[src/rtl/pfc_ff_pkg.sv]
// Shared types of the foldback cycle controller.
// Assumes: nothing beyond IEEE 1800-2017.
package pfc_ff_pkg;
    // Switch phase of the boost cycle.
    typedef enum logic {
        PH_OFF = 1'b0,
        PH_ON  = 1'b1
    } pfc_phase_e;
endpackage

[src/rtl/pfc_zcd_qual.sv]
// Zero-current flag qualifier.
// Counts how long the flag has been high and reports a valley on the falling
// edge only when the high run was at least ZCD_MIN_CYC samples. It also
// reports any change of the flag, which drives the missing-valley timer.
// Assumes: zcd is already synchronous to clk.
module pfc_zcd_qual #(
    parameter int ZCD_MIN_CYC = 6
) (
    input  logic clk,
    input  logic rst_n,
    input  logic en,
    input  logic zcd,
    output logic valley,
    output logic toggled
);
    localparam int HI_W = $clog2(ZCD_MIN_CYC + 1);
    localparam logic [HI_W-1:0] HI_MAX = HI_W'(ZCD_MIN_CYC);

    logic            zcd_prev;
    logic [HI_W-1:0] hi_cnt;

    // Track previous flag value and the saturating length of the high run.
    always_ff @(posedge clk) begin
        if (!rst_n || !en) begin
            zcd_prev <= 1'b0;
            hi_cnt   <= '0;
        end else begin
            zcd_prev <= zcd;
            if (!zcd)
                hi_cnt <= '0;
            else if (hi_cnt != HI_MAX)
                hi_cnt <= hi_cnt + 1'b1;
        end
    end

    // Valley is a falling edge after a long enough high run.
    always_comb begin
        valley  = zcd_prev & ~zcd & (hi_cnt >= HI_MAX);
        toggled = zcd_prev ^ zcd;
    end
endmodule

[src/rtl/pfc_leb.sv]
// On-time counter with leading-edge blanking.
// One blanking window per sense channel (0: current limit, 1: overstress),
// built in a generate loop. A window of zero leaves that channel unblanked.
// The stop request also includes the on-time-done flag.
// Assumes: both windows fit the shared counter width.
module pfc_leb #(
    parameter int LEB_ILIM_CYC = 10,
    parameter int LEB_OVS_CYC  = 5
) (
    input  logic clk,
    input  logic rst_n,
    input  logic en,
    input  logic gate_on,
    input  logic ilim,
    input  logic ovs,
    input  logic ton_done,
    output logic stop
);
    localparam int NCH    = 2;
    localparam int ON_MAX = (LEB_ILIM_CYC > LEB_OVS_CYC) ? LEB_ILIM_CYC : LEB_OVS_CYC;
    localparam int CNT_W  = $clog2(ON_MAX + 2);
    localparam logic [CNT_W-1:0] CNT_SAT = CNT_W'(ON_MAX);

    function automatic int blank_of(input int ch);
        return (ch == 0) ? LEB_ILIM_CYC : LEB_OVS_CYC;
    endfunction

    logic [CNT_W-1:0] on_cnt;
    logic [NCH-1:0]   sense;
    logic [NCH-1:0]   armed;

    assign sense = {ovs, ilim};

    // Count cycles since turn-on, saturating past the longest window.
    always_ff @(posedge clk) begin
        if (!rst_n || !en || !gate_on)
            on_cnt <= '0;
        else if (on_cnt != CNT_SAT)
            on_cnt <= on_cnt + 1'b1;
    end

    for (genvar i = 0; i < NCH; i++) begin : g_ch
        if (blank_of(i) == 0) begin : g_open
            assign armed[i] = sense[i];
        end else begin : g_blank
            assign armed[i] = sense[i] & (on_cnt >= CNT_W'(blank_of(i)));
        end
    end

    // End the on-time on the done flag or on any unblanked sense flag.
    always_comb begin
        stop = gate_on & (ton_done | (|armed));
    end
endmodule

[src/rtl/pfc_foldback.sv]
// Frequency foldback arithmetic and skip comparator.
// Latches the dead time DT_SEL*(REF-level)/REF at turn-off, zero at or above
// REF, with the divide done as a shift. Holds the hysteretic skip flag.
// Assumes: REF = 2**LVL_REF_LOG2 fits in LVL_W bits plus one.
module pfc_foldback #(
    parameter int LVL_W        = 8,
    parameter int LVL_REF_LOG2 = 7,
    parameter int DT_BASE_CYC  = 650,
    parameter int DT_LONG_CYC  = 1900,
    parameter int SKIP_ENTER   = 33,
    parameter int SKIP_LEAVE   = 38,
    parameter int DT_W         = 11
) (
    input  logic             clk,
    input  logic             rst_n,
    input  logic             en,
    input  logic [LVL_W-1:0] level,
    input  logic             dt_long,
    input  logic             latch,
    output logic             skip,
    output logic [DT_W-1:0]  dt_cyc
);
    localparam int PW = DT_W + LVL_W + 1;
    localparam logic [LVL_W:0] REF_CODE = (LVL_W + 1)'(1 << LVL_REF_LOG2);

    logic [LVL_W:0]  lvl_gap;
    logic [DT_W-1:0] dt_sel;
    logic [PW-1:0]   prod;
    logic [DT_W-1:0] dt_next;

    // Dead time candidate from the present level code.
    always_comb begin
        dt_sel  = dt_long ? DT_W'(DT_LONG_CYC) : DT_W'(DT_BASE_CYC);
        lvl_gap = ({1'b0, level} >= REF_CODE) ? '0 : (REF_CODE - {1'b0, level});
        prod    = {{(LVL_W + 1){1'b0}}, dt_sel} * {{DT_W{1'b0}}, lvl_gap};
        dt_next = prod[LVL_REF_LOG2 +: DT_W];
    end

    // Capture the dead time once per cycle, at the turn-off decision.
    always_ff @(posedge clk) begin
        if (!rst_n || !en)
            dt_cyc <= '0;
        else if (latch)
            dt_cyc <= dt_next;
    end

    // Hysteretic skip band near the line zero crossing.
    always_ff @(posedge clk) begin
        if (!rst_n)
            skip <= 1'b0;
        else if (level < LVL_W'(SKIP_ENTER))
            skip <= 1'b1;
        else if (level > LVL_W'(SKIP_LEAVE))
            skip <= 1'b0;
    end
endmodule

[src/rtl/pfc_ff_ctrl.sv]
// Foldback boost cycle controller, top level.
// Holds the switch phase and the off-time timers (time since turn-off,
// zero-current activity flag, quiet time since the last change) and decides
// the next turn-on from valley, restart watchdog or missing-valley timeout.
// Assumes: all flags synchronous to clk; WDOG_CYC exceeds both dead-time
// maxima so the off counter can hold any dead time.
module pfc_ff_ctrl #(
    parameter int LVL_W           = 8,
    parameter int LVL_REF_LOG2    = 7,
    parameter int LEB_ILIM_CYC    = 10,
    parameter int LEB_OVS_CYC     = 5,
    parameter int ZCD_MIN_CYC     = 6,
    parameter int WDOG_CYC        = 10000,
    parameter int VALLEY_TOUT_CYC = 1500,
    parameter int DT_BASE_CYC     = 650,
    parameter int DT_LONG_CYC     = 1900,
    parameter int SKIP_ENTER      = 33,
    parameter int SKIP_LEAVE      = 38
) (
    input  logic             clk,
    input  logic             rst_n,
    input  logic             en,
    input  logic             zcd,
    input  logic             ilim,
    input  logic             ovs,
    input  logic             ton_done,
    input  logic [LVL_W-1:0] level,
    input  logic             dt_long,
    output logic             gate,
    output logic             skip
);
    import pfc_ff_pkg::*;

    localparam int DT_MAX = (DT_LONG_CYC > DT_BASE_CYC) ? DT_LONG_CYC : DT_BASE_CYC;
    localparam int DT_W   = $clog2(DT_MAX + 1);
    localparam int OFF_W  = $clog2(WDOG_CYC + 1);
    localparam int QT_W   = $clog2(VALLEY_TOUT_CYC + 1);
    localparam logic [OFF_W-1:0] OFF_SAT = OFF_W'(WDOG_CYC);
    localparam logic [QT_W-1:0]  QT_SAT  = QT_W'(VALLEY_TOUT_CYC);

    pfc_phase_e      phase;
    logic            gate_on;
    logic            stop;
    logic            valley;
    logic            toggled;
    logic [DT_W-1:0] dt_cyc;
    logic [OFF_W-1:0] off_cnt;
    logic [QT_W-1:0]  quiet_cnt;
    logic            zcd_seen;
    logic            dt_ok;
    logic            wdog_fire;
    logic            tout_fire;
    logic            start;

    assign gate_on = (phase == PH_ON);

    pfc_zcd_qual #(
        .ZCD_MIN_CYC(ZCD_MIN_CYC)
    ) u_zcd (
        .clk    (clk),
        .rst_n  (rst_n),
        .en     (en),
        .zcd    (zcd),
        .valley (valley),
        .toggled(toggled)
    );

    pfc_leb #(
        .LEB_ILIM_CYC(LEB_ILIM_CYC),
        .LEB_OVS_CYC (LEB_OVS_CYC)
    ) u_leb (
        .clk     (clk),
        .rst_n   (rst_n),
        .en      (en),
        .gate_on (gate_on),
        .ilim    (ilim),
        .ovs     (ovs),
        .ton_done(ton_done),
        .stop    (stop)
    );

    pfc_foldback #(
        .LVL_W       (LVL_W),
        .LVL_REF_LOG2(LVL_REF_LOG2),
        .DT_BASE_CYC (DT_BASE_CYC),
        .DT_LONG_CYC (DT_LONG_CYC),
        .SKIP_ENTER  (SKIP_ENTER),
        .SKIP_LEAVE  (SKIP_LEAVE),
        .DT_W        (DT_W)
    ) u_fold (
        .clk    (clk),
        .rst_n  (rst_n),
        .en     (en),
        .level  (level),
        .dt_long(dt_long),
        .latch  (stop & en),
        .skip   (skip),
        .dt_cyc (dt_cyc)
    );

    // Turn-on decision from the off-time conditions.
    always_comb begin
        dt_ok     = (off_cnt >= OFF_W'(dt_cyc));
        wdog_fire = ~zcd_seen & (off_cnt >= OFF_SAT);
        tout_fire = zcd_seen & (quiet_cnt >= QT_SAT) & dt_ok;
        start     = ~gate_on & en & ~skip & ((valley & dt_ok) | wdog_fire | tout_fire);
    end

    // Off-time timers: time since turn-off, activity flag, quiet time.
    always_ff @(posedge clk) begin
        if (!rst_n || !en || gate_on) begin
            off_cnt   <= '0;
            quiet_cnt <= '0;
            zcd_seen  <= 1'b0;
        end else begin
            if (off_cnt != OFF_SAT)
                off_cnt <= off_cnt + 1'b1;
            if (toggled) begin
                zcd_seen  <= 1'b1;
                quiet_cnt <= '0;
            end else if (quiet_cnt != QT_SAT) begin
                quiet_cnt <= quiet_cnt + 1'b1;
            end
        end
    end

    // Switch phase register.
    always_ff @(posedge clk) begin
        if (!rst_n || !en)
            phase <= PH_OFF;
        else if (gate_on && stop)
            phase <= PH_OFF;
        else if (start)
            phase <= PH_ON;
    end

    // Gate enable, cut at once by the run enable.
    always_comb begin
        gate = gate_on & en;
    end
endmodule

[config.mk]
export PLATFORM = sky130hd
export DESIGN_NAME = pfc_ff_ctrl
export DESIGN_NICKNAME = d
export VERILOG_FILES = /design/src/rtl/pfc_ff_pkg.sv /design/src/rtl/pfc_zcd_qual.sv /design/src/rtl/pfc_leb.sv /design/src/rtl/pfc_foldback.sv /design/src/rtl/pfc_ff_ctrl.sv
export SDC_FILE = /design/constraint.sdc
export NUM_CORES = 1
export LEC_CHECK = 0
export ABC_AREA = 1
export CORE_MARGIN = 4
export CORE_UTILIZATION = 68
export CTS_BUF_LIST = sky130_fd_sc_hd__clkbuf_16
export CTS_CLUSTER_DIAMETER = 80
export DETAILED_ROUTE_END_ITERATION = 6
export GPL_ROUTABILITY_DRIVEN = 0
export GPL_TIMING_DRIVEN = 0
export PLACE_DENSITY = 0.92
export SLEW_MARGIN = 20
export SYNTH_ARGS = -nofsm -noshare
export SYNTH_HDL_FRONTEND = slang
export SYNTH_SLANG_ARGS = --single-unit
[constraint.sdc]
create_clock -name clk -period 9.6 [get_ports clk]
set_clock_uncertainty 0.2 [all_clocks]
set_input_delay 0.96 -clock clk [delete_from_list [all_inputs] [get_ports clk]]
set_output_delay 0.96 -clock clk [all_outputs]
set_load 0.03 [all_outputs]
Word level (Yosys, flattened, before mapping)
Index checks and enable logic that the tools add are counted.
{"block": "totals", "wordCells": 66, "input_bits": 16, "ram_bits": 0, "mem_bits_ro": 0, "out_inout_bits": 2, "mem_count": 0, "latchBits": 0, "register_bits": 47}
{"block": "classes", "bitwise_logic": 22, "reduce_logical": 12, "n_eq_ne": 4, "n_mul": 1, "div": 0, "mux": 4, "add_sub_neg": 5, "shift": 0, "n_lt_le_gt_ge": 9}
{"op": "$mul A11 B9 Y18", "n": 1}
{"op": "$add A14 B1 Y14 const B", "n": 1}
{"op": "$and A1 B1 Y1", "n": 14}
{"op": "$ge A14 B11 Y1", "n": 1}
{"op": "$ge A14 B14 Y1 const B", "n": 1}
{"op": "$ne A14 B14 Y1 const B", "n": 1}
{"op": "$add A11 B1 Y11 const B", "n": 1}
{"op": "$ge A11 B11 Y1 const B", "n": 1}
{"op": "$mux W11", "n": 1}
{"op": "$ne A11 B11 Y1 const B", "n": 1}
{"op": "$mux W9", "n": 1}
{"op": "$sub A8 B8 Y9 const A", "n": 1}
{"op": "$ge A8 B8 Y1 const B", "n": 1}
{"op": "$gt A8 B6 Y1 const B", "n": 1}
{"op": "$lt A8 B6 Y1 const B", "n": 1}
{"op": "$reduce_or A2 Y1", "n": 4}
{"op": "$add A4 B1 Y4 const B", "n": 1}
{"op": "$ge A4 B3 Y1 const B", "n": 1}
{"op": "$ge A4 B4 Y1 const B", "n": 1}
{"op": "$ne A4 B4 Y1 const B", "n": 1}
{"op": "$not A1 Y1", "n": 4}
{"op": "$add A3 B1 Y3 const B", "n": 1}
{"op": "$ge A3 B3 Y1 const B", "n": 1}
{"op": "$logic_not A1 Y1", "n": 3}
{"op": "other kinds (7)", "n": 12}

Depth between registers and ports, before layout
Gate-level depths: netlist of the first run.
{"block": "depth", "word_depth": 7, "ltp_mapped": 28, "ltp_nobuf": 28}

Cells and area by module
From an unflattened synthesis of the first run, not the netlist that was laid out.
{"block": "hier_totals", "cells_unflattened": 739, "hier_area_um2": 5265.0}
{"mod": "pfc_foldback", "instances": 1, "cells_each": 406, "seq_area_each_um2": 240.2, "area_each_um2": 2989.1}
{"mod": "pfc_ff_ctrl", "instances": 1, "cells_each": 262, "seq_area_each_um2": 540.5, "area_each_um2": 1764.2}
{"mod": "pfc_leb", "instances": 1, "cells_each": 39, "seq_area_each_um2": 80.1, "area_each_um2": 275.3}
{"mod": "pfc_zcd_qual", "instances": 1, "cells_each": 32, "seq_area_each_um2": 80.1, "area_each_um2": 236.5}

Worst setup path before layout of the first run
Ideal clock, no wire load.
{"block": "synth_path", "path_type": "input -> register", "from": "input port level[0]", "to": "register u_fold.dt_cyc[10]", "arrival_time_ns": 5.149, "setup_slack_ns": 4.134, "cell_stages": 22, "cell_sequence": "inv_1 -> ha_1 -> nand2_1 -> nor2_1 -> o21ai_4 -> inv_2 -> nor3_1 -> fa_1 -> fa_1 -> inv_1 -> fa_1 -> fa_1 -> inv_1 -> ha_1 -> a21oi_1 -> o21bai_1 -> nand2_1 -> nand4_1 -> nand3_1 -> nand2_1 -> nor2_1 -> nor2_1"}
{"block": "synth_between", "elab_chain_cells": 3}
{"element": "from (decl)", "line_no": "pfc_ff_ctrl.sv:27", "rtl": "input logic [LVL_W-1:0] level,"}
{"element": "$sub A8 B8 Y9 or $ge A8 B8 Y1 (tied branches)", "line_no": "pfc_foldback.sv:34", "rtl": "lvl_gap = ({1'b0, level} >= REF_CODE) ? '0 : (REF_CODE - {1'b0, level});"}
{"element": "$mux W9 (*)", "line_no": "pfc_foldback.sv:34"}
{"element": "$mul A11 B9 Y18 (*)", "line_no": "pfc_foldback.sv:35", "rtl": "prod = {{(LVL_W + 1){1'b0}}, dt_sel} * {{DT_W{1'b0}}, lvl_gap};"}
{"element": "to (signal assigned)", "line_no": "pfc_foldback.sv:44", "rtl": "dt_cyc <= dt_next;"}
{"element": "to (decl)", "line_no": "pfc_foldback.sv:21", "rtl": "output logic [DT_W-1:0] dt_cyc"}
Every way passes the cells marked *; elsewhere a longest branch is shown, timed or not.
A chain may end at the register's enable or synchronous reset.

Final worst setup path of the first run
{"block": "layout_path", "from": "input port level[4]", "to": "register u_fold.dt_cyc[9]"}
Same word-level chain as after synthesis.

==> results of run 1 <==
==> registers in the layout, indices dropped and copies added, names as in the netlist <==
name            count
u_leb.on_cnt        4
gate_on             1
u_zcd.zcd_prev      1
u_fold.dt_cyc      11
zcd_seen            1
u_fold.skip         1
quiet_cnt          11
u_zcd.hi_cnt        3
off_cnt            14
==> per-layer routing <==
| layer | part of all wire (%) | global-route usage (%) | routed length, µm | vias up |
|---|---|---|---|---|
| met5 | 0 | 0 | 0 | - |
| met3 | 6.2 | 4.907 | 711 | 30 |
| met1 | 40 | 33.40 | 4563 | 2132 |
| met2 | 51 | 51.52 | 5887 | 181 |
| met4 | 2.4 | 8.425 | 274 | 0 |
| li1 | - | - | - | 2198 |
==> per-stage QoR <==
| stage | power, mW | worst slack (ps) | std cells | cell area, µm² | utilization (%) |
|---|---|---|---|---|---|
| 5_1_grt | 0.7052 | 2668 | 808 | 5428 | 78.16 |
| 4_1_cts | 0.6577 | 3132 | 808 | 5428 | 78.16 |
| 2_1_floorplan | 0.3800 | 4134 | 688 | 4955 | - |
| 6_report | 0.6599 | 2945 | 808 | 5428 | 78.16 |
| 3_5_place_dp | 0.4364 | 2840 | 800 | 5235 | 75.39 |
| 3_3_place_gp | 0.4209 | 3027 | 800 | 5235 | 75.39 |
==> where the power goes <==
part / total, mW / internal (mW) / switching, mW
Clock: 0.225 / 0.149 / 0.0760
Combinational: 0.237 / 0.0892 / 0.148
Sequential: 0.198 / 0.196 / 0.00125
==> worst paths after layout <==
path                        to  cells past startpoint  slack, ps        startpoint
max           u_fold.dt_cyc[9]                     24       2950          level[4]
min           u_fold.dt_cyc[2]                      2        280  u_fold.dt_cyc[2]
max reg2reg  u_fold.dt_cyc[10]                     11       7300   u_leb.on_cnt[0]
min reg2reg   u_fold.dt_cyc[2]                      2        280  u_fold.dt_cyc[2]
==> placed cells by master (no fill, tap or decap), drive strengths merged <==
cell	Yosys	final
inv	184	184
nand2	99	99
ha	65	65
nor2	55	55
dfxtp	47	47
a21oi	44	44
fa	37	37
o21ai	35	35
nand3	30	30
nor3	18	18
nand4	17	17
clkdlybuf4s50	0	16
clkbuf	7	12
xnor2	7	7
a31oi	6	6
nor4	6	6
xor2	5	5
o21bai	5	5
or2	4	4
buf	3	3
a211oi	2	2
o211ai	2	2
nand3b	2	2
a311oi	2	2
conb	1	2
bufinv	0	2
or4	1	1
clkinv	1	1
o221ai	1	1
o21a	1	1
clkinvlp	0	1
==> cells in the mapped netlist, types with 2 or more instances <==
master / instances / area, µm²
a311oi_1: 2 / 17.52
nor4_1: 5 / 31.28
dfxtp_1: 47 / 940.9
inv_2: 6 / 22.52
xnor2_1: 7 / 61.31
o21bai_1: 5 / 37.54
nor2_4: 3 / 33.78
ha_1: 65 / 813.3
xor2_1: 5 / 43.79
nand2_1: 98 / 367.9
o211ai_1: 2 / 15.01
nand3_1: 29 / 145.1
a211oi_1: 2 / 15.01
clkbuf_1: 7 / 26.28
nor2_1: 48 / 180.2
nor2_2: 4 / 25.02
a21oi_1: 44 / 220.2
fa_1: 37 / 740.7
o21ai_0: 34 / 170.2
inv_1: 178 / 668.1
nand3b_1: 2 / 15.01
buf_2: 2 / 10.01
nor3_1: 17 / 85.08
nand4_1: 16 / 100.1
or2_2: 4 / 25.02
a31oi_1: 6 / 37.54
==> cells by family (layout without fill, tap and decap cells) <==
kind of cell	Yosys count	count (layout)	share of synthesized area [%]
XOR/XNOR	12	12	2.123
other	1	2	0.07574
AND/OR/NAND/NOR	232	232	21.56
AO/OA/AOI/OAI	98	98	11.02
buffers and inverters	195	219	14.83
adder cells (fa/ha/maj)	102	102	31.39
flip-flops	47	47	19.00
==> worst max-delay path, delay by kind of cell <==
kind,cells,cell delay [ps]
compound gates,2,460
fa+ha+maj,5,2430
buf+inv,9,1170
simple gates,8,1620
==> area by class of cell <==
class                           count  area, µm²
Clock buffer                        5      125.1
Buffer                             10      40.04
Sequential cell                    47      940.9
Clock inverter                      3      67.56
Fill cell                         425       1516
Timing Repair Buffer               16      160.2
Multi-Input combinational cell    446       3279
Inverter                          185      694.4
Tap cell                           96      120.1
==> metrics.md, run 1 <==
| Metric | Value |
|---|---|
| Ys flop type | `dfxtp_1` |
| Post-synth EDFFs | `0` |
| Routed WL | `between 10000 and 15000 µm` |
| Clk_lat worst skew | `about 290 ps` |
| DR pass1 iterations | `6` |
| Ratio of cells with drive above 1 in the final layout | `approximately 4.6%` |
| Max-slew violations | `0` |
| Post-route minimum period | `approximately 6700 ps` |
| FFs w/ async S/R, synth | `0%` |
| Max Freq | `150.3 MHz` |
| I/O pin count | `18` |
| Crit path max fanout | `5` |
| Die area | `8710 µm²` |
| Core area | `6944 µm²` |
| Initial DRC count | `about 300` |
| Most common cell on crit path | `inv_1` |
| Critical path arrival | `~6600 ps` |
| Final Hold Vio Count | `0` |
| Least-Margin Pin Slew | `about 620 ps` |
| Area growth syn-to-layout | `9.629%` |
| Slew margin rel. | `58.40%` |
| First-pass GRT wire length | `around 20000 µm` |
| # hold bufs at CTS | `0` |
| WHS | `between 200 and 300 ps` |
| Max incr delay on CP | `570 ps` |
| RSZ-0062 raised after global routing | `no` |
| Inserted Clock Buffers | `5` |
| Final Cycle Share | `a little under 70%` |
| Worst vdd ir | `approximately 0.00011 V` |
| Post-Syn Area | `around 5000 µm²` |
| Seq/Total Area, Yosys | `19.00%` |
| Root Driver | `clkbuf_16` |
| Die Ht | `between 90 and 100 µm` |
| Crit. End Element | `flip-flop` |
| Initial Util | `between 70% and 80%` |
| Setup tns final | `0 ps` |
| GRT overflow | `0` |
| Drt wl/cell | `14.15 µm` |
| Critical path cell sequence | `clkdlybuf4s50_1 > nor2_2 > nand3_1 > nand2_1 > inv_1 > nor3_1 > inv_1 > nor2_1 > inv_1 > fa_1 > inv_1 > fa_1 > fa_1 > inv_1 > fa_1 > inv_1 > ha_1 > inv_1 > o21ai_0 > a31oi_1 > nand4_1 > nand3_1 > nand2_1 > inv_1` |
| Worst Setup Path Type | `primary input to flip-flop` |
| Port buffer count | `16` |
| Vias in the first global route | `approximately 4.6k` |
| CP max-delay cell | `fa_1` |
| Mean Syn Cell Area | `between 7 and 8 µm²` |
| Worst hold path class | `flip-flop to flip-flop` |
| Post-route ant nets | `0` |
| Die width | `~93 µm` |
| Initial antenna violation count | `0` |
| Mapped Cells | `687` |
| Final nets | `just over 800` |
| Synth Warn # | `0` |
| Clk sinks | `between 40 and 50` |
| Cell variety after synth | `38` |
| Total number of vias | `roughly 4.5k` |
| #FFs+latches synth | `47` |
| Num rows | `30` |
| Required time worst endpoint | `9590 ps` |
| Total GRT Usage | `~28%` |
| Buffer count from post-CTS setup fixing | `0` |
| Max-cap viol count | `0` |
| Final setup viols | `0` |
| CP startpoint kind | `primary input` |
| Vias/cell | `approximately 5.6` |
| Largest net degree at the start of global routing | `16` |
| H-tree depth | `2` |
| Clock transition at path regs | `60 ps` |
| CTS max path bufs | `2` |
| Antenna cells | `0` |
| DR DRC count | `0` |
| LEAKAGE | `roughly 2.7 nW` |
| HPWL after DPL | `a little over 9000 µm` |
| Outcome | `complete, no violations` |
| Post-CTS resize count | `0` |
| CTS tree | `done` |
| PD cells | `between 100 and 150 nW/µm²` |
(Power assumes the default switching activity.)
==> inputs of run 2 (changes only) <==
--- a/config.mk
+++ b/config.mk
@@ -7,13 +7,13 @@
 export LEC_CHECK = 0
 export ABC_AREA = 1
 export CORE_MARGIN = 4
-export CORE_UTILIZATION = 68
+export CORE_UTILIZATION = 57
 export CTS_BUF_LIST = sky130_fd_sc_hd__clkbuf_16
 export CTS_CLUSTER_DIAMETER = 80
 export DETAILED_ROUTE_END_ITERATION = 6
 export GPL_ROUTABILITY_DRIVEN = 0
 export GPL_TIMING_DRIVEN = 0
-export PLACE_DENSITY = 0.92
+export PLACE_DENSITY = 0.83
 export SLEW_MARGIN = 20
 export SYNTH_ARGS = -nofsm -noshare
 export SYNTH_HDL_FRONTEND = slang
==> constraint.sdc (replaced) <==
create_clock -name clk -period 5.8 [get_ports clk]
set_clock_uncertainty 0.2 [all_clocks]
set_input_delay 0.58 -clock clk [delete_from_list [all_inputs] [get_ports clk]]
set_output_delay 0.58 -clock clk [all_outputs]
set_load 0.03 [all_outputs]
==> metrics.md, run 2 (synthesis results as in run 1) <==
| Metric | Value |
|---|---|
| Layout Cells excl Fill | `818 (+1.2%)` |
| CTS max path bufs | `2 (unchanged)` |
| Fillers | `673 (+58%)` |
| Port buffer count | `16 (unchanged)` |
| Largest net degree at the start of global routing | `16 (unchanged)` |
| Slew margin rel. | `62.65% (+4.2 points)` |
| Most frequent cells in the layout | `176 x inv_1, 97 x nand2_1, 62 x ha_1, 47 x dfxtp_1, 43 x a21oi_1` |
| GR Layer Usage met2 | `40.29% (-11 points)` |
| First-pass GRT wire length | `18550 µm (-6.2%)` |
| Max reg flops | `14 (unchanged)` |
| R2R setup slack | `3520 ps (-3780 ps)` |
| Die Ht | `101.2 µm (+8.4%)` |
| Core area | `8341 µm² (+20%)` |
| Reg with most FFs | `off_cnt` |
| Total number of vias | `4441 (-2.2%)` |
| Antenna cells | `0 (unchanged)` |
| Worst r2r src | `u_leb.on_cnt[0]` |
| Post-route ant nets | `0 (unchanged)` |
| Root Driver | `clkbuf_16` |
| Min-delay src | `u_fold.dt_cyc[2]` |
| Initial DRC count | `242 (-20%)` |
| Setup WS pre-CTS | `-510.5 ps (-3350 ps)` |
| Final nets | `830 (+0.12%)` |
| Worst hold path class | `flip-flop to flip-flop` |
| Post-route setup slack | `186.6 ps (-2759 ps)` |
| Crit path max fanout | `5 (unchanged)` |
| Worst vdd ir | `0.0001196 V (+12%)` |
| Dpl cells | `809 (+1.1%)` |
| DR DRC count | `0 (unchanged)` |
| Critical path arrival | `5590 ps (-1050 ps)` |
| Final Hold Vio Count | `0 (unchanged)` |
| Least-Margin Pin Slew | `558.2 ps (-60.98 ps)` |
| I/O pin count | `18 (unchanged)` |
| Total power | `1.072 mW (+62%)` |
| Max-cap viol count | `0 (unchanged)` |
| Num rows | `33 (+10%)` |
| CP startpoint kind | `primary input` |
| Crit. End Element | `flip-flop` |
| Die width | `101.2 µm (+8.4%)` |
| Met1 Use GR | `26.73% (-6.7 points)` |
| Worst Setup Path Type | `primary input to flip-flop` |
| Drt wl/cell | `13.55 µm (-4.3%)` |
| Final setup viols | `0 (unchanged)` |
| H-tree depth | `2 (unchanged)` |
| Area of the multi-input gates | `3383 µm² (+3.2%)` |
| Max Freq | `about 180 MHz` |
| Max-slew violations | `0 (unchanged)` |
| DR pass1 iterations | `5 (-1)` |
| Initial Util | `59.36% (-12 points)` |
| Most common cell after layout, fill and taps aside | `inv_1` |
| Outcome | `complete, no violations` |
| PD cells | `193.6 nW/µm² (+59%)` |
| Die area | `10240 µm² (+18%)` |
| Total GRT Usage | `22.08% (-6.1 points)` |
| Routed WL | `11080 µm (-3.1%)` |
| Area growth syn-to-layout | `11.78%` |
| Required time worst endpoint | `5770 ps (-3820 ps)` |
| Vias in the first global route | `4364 (-5.0%)` |
| Clk sinks | `47 (unchanged)` |
| Biggest regs | `off_cnt: 14 flops, quiet_cnt: 11 flops, u_fold.dt_cyc: 11 flops` |
| HPWL after DPL | `8904 µm (-4.4%)` |
| Clock transition at path regs | `70 ps (about the same)` |
| GRT overflow | `0 (unchanged)` |
| Layer with the highest usage | `met2` |
| Inserted Clock Buffers | `5 (unchanged)` |
| Vias/cell | `5.429 (-3.4%)` |
| Global-route met3 utilization | `4.063% (-0.84 points)` |
| LEAKAGE | `2.704 nW (+1.1%)` |
| Final Cycle Share | `between 90% and 100%` |
| Post-route minimum period | `approximately 5600 ps` |
| Register area | `940.9 µm² (unchanged)` |
| Initial antenna violation count | `0 (unchanged)` |
| CTS tree | `done` |
| Ratio of cells with drive above 1 in the final layout | `7.293% (+2.7 points)` |
| Critical Path Start | `level[3]` |
| Clk_lat worst skew | `280 ps (about the same)` |
## run 2: cell types whose count changed in the layout (fill, tap and decap cells not counted), sizes merged
cell	previous run	this run
buf	3	4
clkdlybuf4s50	16	13
clkinv	1	3
dlymetal6s2s	0	3
bufinv	2	1
clkinvlp	1	0
## run 2: report_power, final
| part | total [mW] | internal, mW | switching, mW |
|---|---|---|---|
| Sequential | 0.327 | 0.325 | 0.00184 |
| Clock | 0.329 | 0.203 | 0.125 |
| Combinational | 0.416 | 0.157 | 0.259 |
## run 2: path summary, 6_finish.rpt
| check | endpoint | cells past startpoint |
|---|---|---|
| setup reg to reg | u_fold.dt_cyc[10] | 11 |
| hold reg to reg | u_fold.dt_cyc[2] | 2 |
| hold / removal | u_fold.dt_cyc[2] | 2 |
| setup / recovery | u_fold.dt_cyc[10] | 26 |
## run 2: stage by stage
step           utilization [%]  setup TNS, ps  instance area (µm²)  hold slack [ps]
5_1_grt                  66.35         -93.01                 5534            318.3
6_report                 66.35              0                 5534            276.3
4_1_cts                  65.08              0                 5428            281.0
3_3_place_gp             62.90          -2007                 5246            264.1
2_1_floorplan                -              0                 4955            242.6
3_5_place_dp             62.90          -2961                 5246            271.3
## run 2: routing by layer
layer | up-vias | share of wire, %
met5 | - | 0
met4 | 0 | 2.3
met3 | 29 | 5.8
met2 | 129 | 50
met1 | 2079 | 42
li1 | 2204 | -
## run 2: cell type report
class	instances	area share [%]
Timing Repair Buffer	17	3.165
Tap cell	105	2.374
Inverter	185	12.55
Clock inverter	3	0.7913
Multi-Input combinational cell	446	61.13
Buffer	10	0.7235
Clock buffer	5	2.261
Sequential cell	47	17.00
## run 2: worst max-delay path: stages
cell             delay [ps]
clkdlybuf4s50_1         500
nor2_4                  160
nand2_1                 100
nor2_4                  140
inv_2                    70
o21ai_4                 270
inv_2                   120
nor2_4                  120
inv_2                    60
nor2_4                  150
inv_2                    60
fa_1                    480
inv_1                    50
fa_1                    460
fa_1                    530
inv_1                    60
fa_1                    530
inv_1                    60
ha_4                    290
nand2_1                 100
nor3_2                  210
nand3_1                 110
nand4_1                 140
a21oi_1                  60
nor2_1                  120
nor2_1                   50
## run 2: repair_timing
| item | CTS | global route |
|---|---|---|
| setup buffers | 0 | 1 |
| gates resized for setup | 3 | 26 |
| endpoints found under the setup margin | 6 | 8 |
| pin swaps | 0 | 2 |
| hold buffers | 0 | 0 |
